File: config.mk
export PLATFORM = sky130hd
export DESIGN_NAME = aux_req_seq
export DESIGN_NICKNAME = d
export VERILOG_FILES = /design/src/rtl/aux_req_seq.sv
export SDC_FILE = /design/constraint.sdc
export NUM_CORES = 1
export LEC_CHECK = 0
export ABC_CLOCK_PERIOD_IN_PS = 4600
export BUFFER_PORTS_ARGS = -buffer_cell sky130_fd_sc_hd__buf_2
export CORE_AREA = 2 2 261 263
export DETAILED_ROUTE_END_ITERATION = 16
export DIE_AREA = 0 0 263 265
export GPL_TIMING_DRIVEN = 0
export HOLD_SLACK_MARGIN = 0.05
export PLACE_DENSITY = 0.55
export REMOVE_ABC_BUFFERS = 1
export SLEW_MARGIN = 5
export SYNTH_ARGS = -nofsm -noshare
export SYNTH_HDL_FRONTEND = slang
export SYNTH_SLANG_ARGS = --single-unit
File: constraint.sdc
create_clock -name clk -period 4.6 [get_ports clk]
set_clock_uncertainty 0.15 [all_clocks]
set_input_delay 0.69 -clock clk [delete_from_list [all_inputs] [get_ports clk]]
set_output_delay 0.69 -clock clk [all_outputs]
set_load 0.005 [all_outputs]
File: src/rtl/aux_req_seq.sv
module aux_req_seq #(
  parameter int FRAME_BYTES    = 20,
  parameter int ATTEMPTS       = 5,
  parameter int BUSY_POLLS     = 3,
  parameter int POLL_GAP_CYC   = 1000,
  parameter int RXERR_WAIT_CYC = 400,
  localparam int CW = $clog2(FRAME_BYTES + 1),
  localparam int FW = 8 * FRAME_BYTES,
  localparam int WW = 8 * (FRAME_BYTES - 4),
  localparam int RW = 8 * (FRAME_BYTES - 1)
) (
  input  logic          clk,
  input  logic          rst_n,
  input  logic          req_valid,
  output logic          req_ready,
  input  logic [3:0]    req_cmd,
  input  logic [19:0]   req_addr,
  input  logic [CW-1:0] req_len,
  input  logic [WW-1:0] req_wdata,
  output logic          ctl_start,
  output logic          ctl_clear,
  output logic [CW-1:0] ctl_tx_len,
  output logic [FW-1:0] ctl_tx_data,
  output logic [CW-1:0] ctl_rx_max,
  input  logic          ctl_busy,
  input  logic          ctl_done,
  input  logic          ctl_timeout,
  input  logic          ctl_rx_err,
  input  logic [CW-1:0] ctl_rx_len,
  input  logic [FW-1:0] ctl_rx_data,
  output logic          rsp_valid,
  output logic [2:0]    rsp_status,
  output logic [3:0]    rsp_reply,
  output logic [CW-1:0] rsp_count,
  output logic [RW-1:0] rsp_rdata
);

  localparam int WR_MAX = FRAME_BYTES - 4;
  localparam int RD_MAX = FRAME_BYTES - 1;
  localparam int TMAX   = (POLL_GAP_CYC > RXERR_WAIT_CYC) ? POLL_GAP_CYC : RXERR_WAIT_CYC;
  localparam int TW     = $clog2(TMAX + 1);
  localparam int AW     = $clog2(ATTEMPTS + 1);
  localparam int PW     = $clog2(BUSY_POLLS + 1);

  localparam logic [2:0] ST_OK = 3'd0, ST_BUSY = 3'd1, ST_RXE = 3'd2,
                         ST_TO = 3'd3, ST_BIG = 3'd4, ST_BAD = 3'd5;

  typedef enum logic [2:0] {
    S_IDLE, S_EVAL, S_POLL, S_GAP, S_SEND, S_WAIT, S_JUDGE, S_PAUSE
  } state_t;

  state_t state, nxt;

  logic [3:0]    cmd_q;
  logic [19:0]   addr_q;
  logic [CW-1:0] len_q;
  logic [WW-1:0] wdata_q;
  logic [TW-1:0] tmr;
  logic [AW-1:0] tries;
  logic [PW-1:0] polls;
  logic          to_q, re_q;
  logic [CW-1:0] rxlen_q;
  logic [3:0]    rx_code_q;
  logic [RW-1:0] rx_body_q;

  logic          fin;
  logic [2:0]    fin_st;

  wire [3:0] kind   = cmd_q & 4'b1011;
  wire       is_wr  = (kind == 4'h8) || (kind == 4'h0) || (kind == 4'h2);
  wire       is_rd  = (kind == 4'h9) || (kind == 4'h1);
  wire       too_big = (is_wr && len_q > CW'(WR_MAX)) || (is_rd && len_q > CW'(RD_MAX));

  assign ctl_tx_len  = (len_q == '0) ? CW'(3) : (is_wr ? len_q + CW'(4) : CW'(4));
  assign ctl_rx_max  = is_wr ? CW'(2) : len_q + CW'(1);
  assign ctl_tx_data = {cmd_q, addr_q[19:16], addr_q[15:8], addr_q[7:0],
                        8'(len_q) - 8'd1, wdata_q};

  wire [CW-1:0] n_clamp = (rxlen_q > ctl_rx_max) ? ctl_rx_max : rxlen_q;
  wire          bad_len = (rxlen_q == '0) || (rxlen_q > CW'(FRAME_BYTES));
  wire [7:0]    byte1   = rx_body_q[RW-1 -: 8];
  wire [CW-1:0] wr_cnt  = (n_clamp > CW'(1)) ?
                          ((byte1 > 8'(len_q)) ? len_q : CW'(byte1)) : len_q;
  wire [CW-1:0] rd_cnt  = n_clamp - CW'(1);

  assign req_ready = (state == S_IDLE);
  assign ctl_start = (state == S_SEND);
  assign ctl_clear = (state == S_JUDGE);

  always_comb begin
    nxt    = state;
    fin    = 1'b0;
    fin_st = ST_OK;
    case (state)
      S_IDLE:  if (req_valid) nxt = S_EVAL;
      S_EVAL: begin
        if (!(is_wr || is_rd))  begin fin = 1'b1; fin_st = ST_BAD; end
        else if (too_big)       begin fin = 1'b1; fin_st = ST_BIG; end
        else                    nxt = S_POLL;
      end
      S_POLL: begin
        if (!ctl_busy)                          nxt = S_SEND;
        else if (polls == PW'(BUSY_POLLS - 1))  begin fin = 1'b1; fin_st = ST_BUSY; end
        else                                    nxt = S_GAP;
      end
      S_GAP:   if (tmr == TW'(POLL_GAP_CYC - 1)) nxt = S_POLL;
      S_SEND:  nxt = S_WAIT;
      S_WAIT:  if (ctl_done) nxt = S_JUDGE;
      S_JUDGE: begin
        if (!to_q && !re_q) begin
          fin    = 1'b1;
          fin_st = bad_len ? ST_BUSY : ST_OK;
        end else if (tries == AW'(ATTEMPTS - 1)) begin
          fin    = 1'b1;
          fin_st = re_q ? ST_RXE : ST_TO;
        end else begin
          nxt = to_q ? S_SEND : S_PAUSE;
        end
      end
      S_PAUSE: if (tmr == TW'(RXERR_WAIT_CYC - 1)) nxt = S_SEND;
      default: nxt = S_IDLE;
    endcase
    if (fin) nxt = S_IDLE;
  end

  always_ff @(posedge clk or negedge rst_n) begin
    if (!rst_n) begin
      state      <= S_IDLE;
      cmd_q      <= '0;
      addr_q     <= '0;
      len_q      <= '0;
      wdata_q    <= '0;
      tmr        <= '0;
      tries      <= '0;
      polls      <= '0;
      to_q       <= 1'b0;
      re_q       <= 1'b0;
      rxlen_q    <= '0;
      rx_code_q  <= '0;
      rx_body_q  <= '0;
      rsp_valid  <= 1'b0;
      rsp_status <= ST_OK;
      rsp_reply  <= '0;
      rsp_count  <= '0;
      rsp_rdata  <= '0;
    end else begin
      state     <= nxt;
      rsp_valid <= fin;
      if (state == S_IDLE && req_valid) begin
        cmd_q   <= req_cmd;
        addr_q  <= req_addr;
        len_q   <= req_len;
        wdata_q <= req_wdata;
      end
      if (state == S_EVAL) polls <= '0;
      if (state == S_POLL && nxt == S_GAP) polls <= polls + PW'(1);
      if (state == S_POLL && nxt == S_SEND) tries <= '0;
      if (state == S_JUDGE && !fin) tries <= tries + AW'(1);
      if (nxt == S_GAP || nxt == S_PAUSE) begin
        tmr <= (state == nxt) ? tmr + TW'(1) : '0;
      end
      if (state == S_WAIT && ctl_done) begin
        to_q      <= ctl_timeout;
        re_q      <= ctl_rx_err;
        rxlen_q   <= ctl_rx_len;
        rx_code_q <= ctl_rx_data[FW-1 -: 4];
        rx_body_q <= ctl_rx_data[RW-1:0];
      end
      if (fin) begin
        rsp_status <= fin_st;
        if (fin_st == ST_OK) begin
          rsp_reply <= rx_code_q;
          rsp_count <= is_wr ? wr_cnt : rd_cnt;
          rsp_rdata <= rx_body_q;
        end else begin
          rsp_reply <= '0;
          rsp_count <= '0;
          rsp_rdata <= '0;
        end
      end
    end
  end

endmodule


==> impl_metrics.toml, run 1 <==
[die]
start_util = 0.2961
die_w_um = 263
io-pin-count = 667
fp.coreArea_um2 = 66800
die_height_um = 265
die_area_um2 = 69700
core.rowCount = 95

[power_and_ir_drop]
p_leak_nw = 12.93
power_density_nw_per_um2 = 741.4
power_mw = 19.40
ir_worst_vdd_v = 0.0003538

[cells_and_area]
syn2layout_area_growth_pct = 32.30
drive_gt1_frac = 0.5460
final_common_cell = "buf_2"
final_nets = 2349
mostFrequentLayoutCells = "661 x buf_2, 502 x dfrtp_1, 316 x mux2_2, 159 x a22o_1, 56 x clkbuf_16"
nFillCells = 6434
final_core_util = 0.3917

[timing]
fin_ws_ps = 385.4
fmax_mhz = 237.3
finalCriticalPeriod_ps = 4215
tightest_slew_ps = 863.8
setup_viol = 0
relSlewSlack = 0.4198
fin_crit_sh = 0.9162
rsz0062_at_grt = "false"
report.final.slew_viol_count = 0
hold_viol = 0

[placement]
dp_hpwl_um = 44800
io_buffer_count = 662
gp_congestion = 0.8548
post-place-ws_ps = 253.3

[cts]
cts_sinks = 503
clkTransAtPathRegs_ps = 60
insertion_delay_ps = 600
cts_tree = "done"
h-tree-depth = 2
post_cts_buffers = 0
root_buffer = "clkbuf_16"
cts_buffer_depth = 3
cts_made_buffers = 56

[synth]
synth.avg_cell_area_um2 = 14.81
synth_top_area_frac = 0.6364
synth.area.top_cells = "dfrtp_1 64%, mux2_2 18%, a22o_1 7.0%"
synth.distinct_cells = 72
syn-cell-area_um2 = 19780
synth_edf_count = 0
async_flop_share = 1.000
yosysTopAreaCell = "dfrtp_1"
yosysSeqAreaShare = 0.6364
ys_warn_count = 0
synth_top_flop_cell = "dfrtp_1"
synth-seq-cells = 503
syn_inst = 1335

[grt]
grt_pass1_wl_um = 92180
antenna_found_initial = 28
grt_max_degree = 117
grtUsageTotal = 0.1702
grt_pass1_vias = 14700
grt_overflow = 0

[drt]
vias = 13920
vias_per_cell = 4.747
ant_nets = 0
routedWlPerCell_um = 20.46
totalWireLength_um = 59990
drt_iter0_markers = 779
drc_errors = 0
dr.pass1.iters = 5

[critical_path]
cp.arrival_ps = 4530
cp_slowest_cell = "dfrtp_2"
end_kind = "register"
critPathMaxStageDelay_ps = 490
worstPathMaxFanout = 12
required_ps = 4920
path_common_cell = "ha_1"
criticalPathCategory = "register to register"
path_cells = "ha_1, xnor2_1, nor2_1, inv_1, ha_1, a211oi_1, o221ai_2, nand2_2, nor2_1, a21oi_1, ha_1, inv_1, a311o_1, xor2_1, a32oi_1, o211ai_1"
worstSetupStartpointType = "register"

[outcome]
status = "finished clean"

[hold_path]
hp-class = "primary input to register"

[job]
drv_cap = 0
## logic make-up (layout without fill, tap and decap cells)
family | after synthesis | in the layout | synth area share
other cells | 0 | 15 | 0
buf+inv | 109 | 818 | 0.02651
compound gates | 247 | 247 | 0.1048
fa+ha+maj | 22 | 22 | 0.01392
xor+xnor | 14 | 14 | 0.006200
flops | 503 | 503 | 0.6364
simple gates | 122 | 122 | 0.03119
mux | 318 | 318 | 0.1809
## through the flow
step,instance area (um2),setup TNS (ps),instances,hold WS (ps)
after floorplan,19350,-754460,1253,244.4
after global placement,23760,-6224760,2788,316.7
after detailed placement,24240,0,2812,319.6
after CTS,26120,0,2917,100.9
after global routing,26150,0,2925,119.1
final,26170,0,2932,158.1
## what timing repair did
item                                   CTS  global route
hold buffers                             1             0
endpoints found under the hold margin   81             0
setup endpoints to repair                0             5
gates resized for setup                  0             3
## flip-flops by register name, summed over array words and instances (netlist names), 4 cells and up
register and flops:
cmd_q 4, addr_q 20, tmr 10, rx_body_q 152
rsp_count 5, len_q 5, rsp_reply 4, rsp_rdata 152
rxlen_q 5, wdata_q 128, rx_code_q 4
## power by group
part / total (mW) / switching [mW] / internal (mW)
logic: 7.00 / 3.39 / 3.60
clock network: 4.50 / 1.84 / 2.66
registers: 7.90 / 1.32 / 6.58
total: 19.4 / 6.56 / 12.8
## final cells by class
| type | count | area (um2) | share of cell area |
|---|---|---|---|
| inverters | 27 | 101.3 | 0.003873 |
| well taps | 873 | 1092 | 0.04174 |
| multi-input cells | 723 | 6695 | 0.2559 |
| clock buffers | 84 | 1617 | 0.06178 |
| flip-flops and latches | 503 | 12590 | 0.4811 |
| diodes | 15 | 37.54 | 0.001435 |
| clock inverters | 20 | 252.7 | 0.009659 |
| repair buffers | 687 | 3782 | 0.1446 |
## Yosys cell counts (all sizes together) (5+ instances only)
library cell    n
nor2           29
clkbuf         21
nand2          37
o211ai          5
mux2          316
and2            5
ha             22
xor2            7
a21oi          16
dfrtp         503
a22o          159
inv            27
nor3            9
nand3          14
xnor2           7
buf            61
o21ai          20
## routing by layer
layer	routed length (um)	vias to the layer above	share of wire	track usage
met5	138	-	0.0023	0
met4	1641	26	0.027	0.06193
li1	-	6246	-	-
met1	24740	7093	0.41	0.2134
met3	4579	133	0.076	0.06001
met2	28890	419	0.48	0.2714
## worst paths after layout
check / start / end / slack [ps] / depth (start not counted)
max: len_q[0]$_DFFE_PN0P_ / rsp_count[4]$_DFFE_PN0P_ / 390 / 16
min: req_len[0] / len_q[0]$_DFFE_PN0P_ / 160 / 3
max reg2reg: len_q[0]$_DFFE_PN0P_ / rsp_count[4]$_DFFE_PN0P_ / 390 / 16
min reg2reg: rsp_status[1]$_DFFE_PN0P_ / rsp_status[1]$_DFFE_PN0P_ / 330 / 2
max in group asynchronous: rst_n / wdata_q[35]$_DFFE_PN0P_ / 2630 / 3
min in group asynchronous: rst_n / rx_body_q[35]$_DFFE_PN0P_ / 560 / 2
## critical path, delay by kind of cell, from the launching register on
family                   cells  cell delay, ps
AO/OA/AOI/OAI                6            1390
adder cells (fa/ha/maj)      3             860
buffers and inverters        2             150
flip-flops                   1             490
XOR/XNOR                     2             320
AND/OR/NAND/NOR              3             680
Note: power is estimated with default switching activity, not from simulation.
==> run 2: changes to the inputs <==
Settings changed: MAX_ROUTING_LAYER from default to met4.
==> impl_metrics.toml, run 2 (synthesized netlist as in run 1, its figures left out) <==
[timing]
setup_viol = 0
hold_viol = 0
tightest_slew_ps = 848.4
relSlewSlack = 0.4302
fmax_mhz = 238.8
fin_crit_sh = 0.9102
setup_tns_ps = 0
report.final.slew_viol_count = 0
fin_ws_ps = 412.9
finalCriticalPeriod_ps = 4187
rsz0062_at_grt = "false"

[die]
die_area_um2 = 69700
fp.coreArea_um2 = 66800
start_util = 0.2961
die_w_um = 263
io-pin-count = 667
core.rowCount = 95
die_height_um = 265

[placement]
dp_hpwl_um = 44800
dp_cells = 2812
io_buffer_count = 662
gp_congestion = 0.8684
placed_area_um2 = 24240
post-place-ws_ps = 253.3

[cells_and_area]
fin_cells = 2940
final_cell_area_um2 = 26190
syn2layout_area_growth_pct = 32.40
drive_gt1_frac = 0.5460
final_common_cell = "buf_2"
reg.largest.list = "rsp_rdata: 152 flops, rx_body_q: 152 flops, wdata_q: 128 flops"
mostFrequentLayoutCells = "661 x buf_2, 502 x dfrtp_1, 316 x mux2_2, 159 x a22o_1, 56 x clkbuf_16"
final_nets = 2349

[cts]
cts_buffer_depth = 3
clkTransAtPathRegs_ps = 60
insertion_delay_ps = 600
cts_made_buffers = 56
h-tree-depth = 2
post_cts_buffers = 0
root_buffer = "clkbuf_16"
cts_sinks = 503
cts_tree = "done"

[power_and_ir_drop]
comb_power_share = 0.361
ir_worst_vdd_v = 0.0003539
power_density_nw_per_um2 = 740.7
swShare = 0.3378
power_mw = 19.40
p_clk_frac = 0.232
p_switching_mw = 6.551
power.internal_mw = 12.84
seq_power_share = 0.407
p_leak_nw = 12.93

[critical_path]
path_common_cell = "ha_1"
critPathMaxStageDelay_ps = 490
end_kind = "register"
required_ps = 4920
path_cells = "ha_1, xnor2_1, nor2_1, inv_1, ha_1, a211oi_1, o221ai_2, nand2_2, nor2_1, a21oi_1, ha_1, inv_1, a311o_1, xor2_1, a32oi_1, o211ai_1"
cpLargestDelayFamily = "compound AO/OA/AOI/OAI gates"
worstSetupStartpointType = "register"
cp_slowest_cell = "dfrtp_2"
cp.arrival_ps = 4500
worstPathMaxFanout = 12
crit_buf_inv = 2
criticalPathCategory = "register to register"

[hold_path]
hp-class = "primary input to register"

[grt]
antenna_found_initial = 23
grt_pass1_wl_um = 92160
grtUsageTotal = 0.1753
grt_pass1_vias = 14720
grt_max_degree = 117
grt_overflow = 0

[drt]
drc_errors = 0
ant_nets = 0
vias = 13900
dr.pass1.iters = 5
routedWlPerCell_um = 20.37
drt_iter0_markers = 803
vias_per_cell = 4.729
totalWireLength_um = 59890

[job]
drv_cap = 0

[outcome]
status = "finished clean"
## run 2: final cells by class
class	count	area (um2)
antenna	23	57.56
tap	873	1092
sequential	503	12590
clock buffer	84	1617
clock inverter	20	252.7
inverter	27	101.3
fill	6437	40620
multi-input combinational	723	6695
timing repair buffer	687	3782
## run 2: worst paths after layout
path | startpoint | to | slack [ps] | cells past startpoint
setup / recovery | len_q[0]$_DFFE_PN0P_ | rsp_count[4]$_DFFE_PN0P_ | 410 | 16
hold / removal | req_len[0] | len_q[0]$_DFFE_PN0P_ | 160 | 3
setup reg to reg | len_q[0]$_DFFE_PN0P_ | rsp_count[4]$_DFFE_PN0P_ | 410 | 16
hold reg to reg | rx_body_q[39]$_DFFE_PN0P_ | rsp_rdata[39]$_DFFE_PN0P_ | 330 | 1
max in group asynchronous | rst_n | wdata_q[35]$_DFFE_PN0P_ | 2630 | 3
min in group asynchronous | rst_n | rx_body_q[35]$_DFFE_PN0P_ | 560 | 2
## run 2: through the flow
step	hold WS [ps]	util
after CTS	100.9	0.3910
after floorplan	244.4	-
after global routing	118.9	0.3920
after detailed placement	319.6	0.3628
after global placement	316.7	0.3557
final	156.8	0.3920
## run 2: per-layer routing
layer / vias to the layer above / track usage / wire length [um]
li1: 6258 / - / -
met1: 7113 / 0.2152 / 24970
met2: 417 / 0.2711 / 28790
met3: 116 / 0.05629 / 4379
met4: 0 / 0.06363 / 1755
met5: - / - / 0
## run 2: power by group through the flow
| stage | logic (mW) | clock network (mW) | registers [mW] |
|---|---|---|---|
| floorplan | 3.92 | 0 | 7.81 |
| global placement | 7.11 | 0 | 7.88 |
| detailed placement | 7.07 | 0 | 7.95 |
| CTS | 7.09 | 4.66 | 7.90 |
| global route | 7.62 | 4.86 | 8.20 |
| finish | 7.00 | 4.49 | 7.90 |
## run 2: worst min-delay path, stage by stage
cell,delay [ps]
buf_2,70
nand2_1,40
o21ai_0,60
## run 2: repair_timing
action / CTS / global route
hold buffers: 1 / 0
setup endpoints to repair: 0 / 5
endpoints found under the hold margin: 81 / 0
resized for setup: 0 / 3
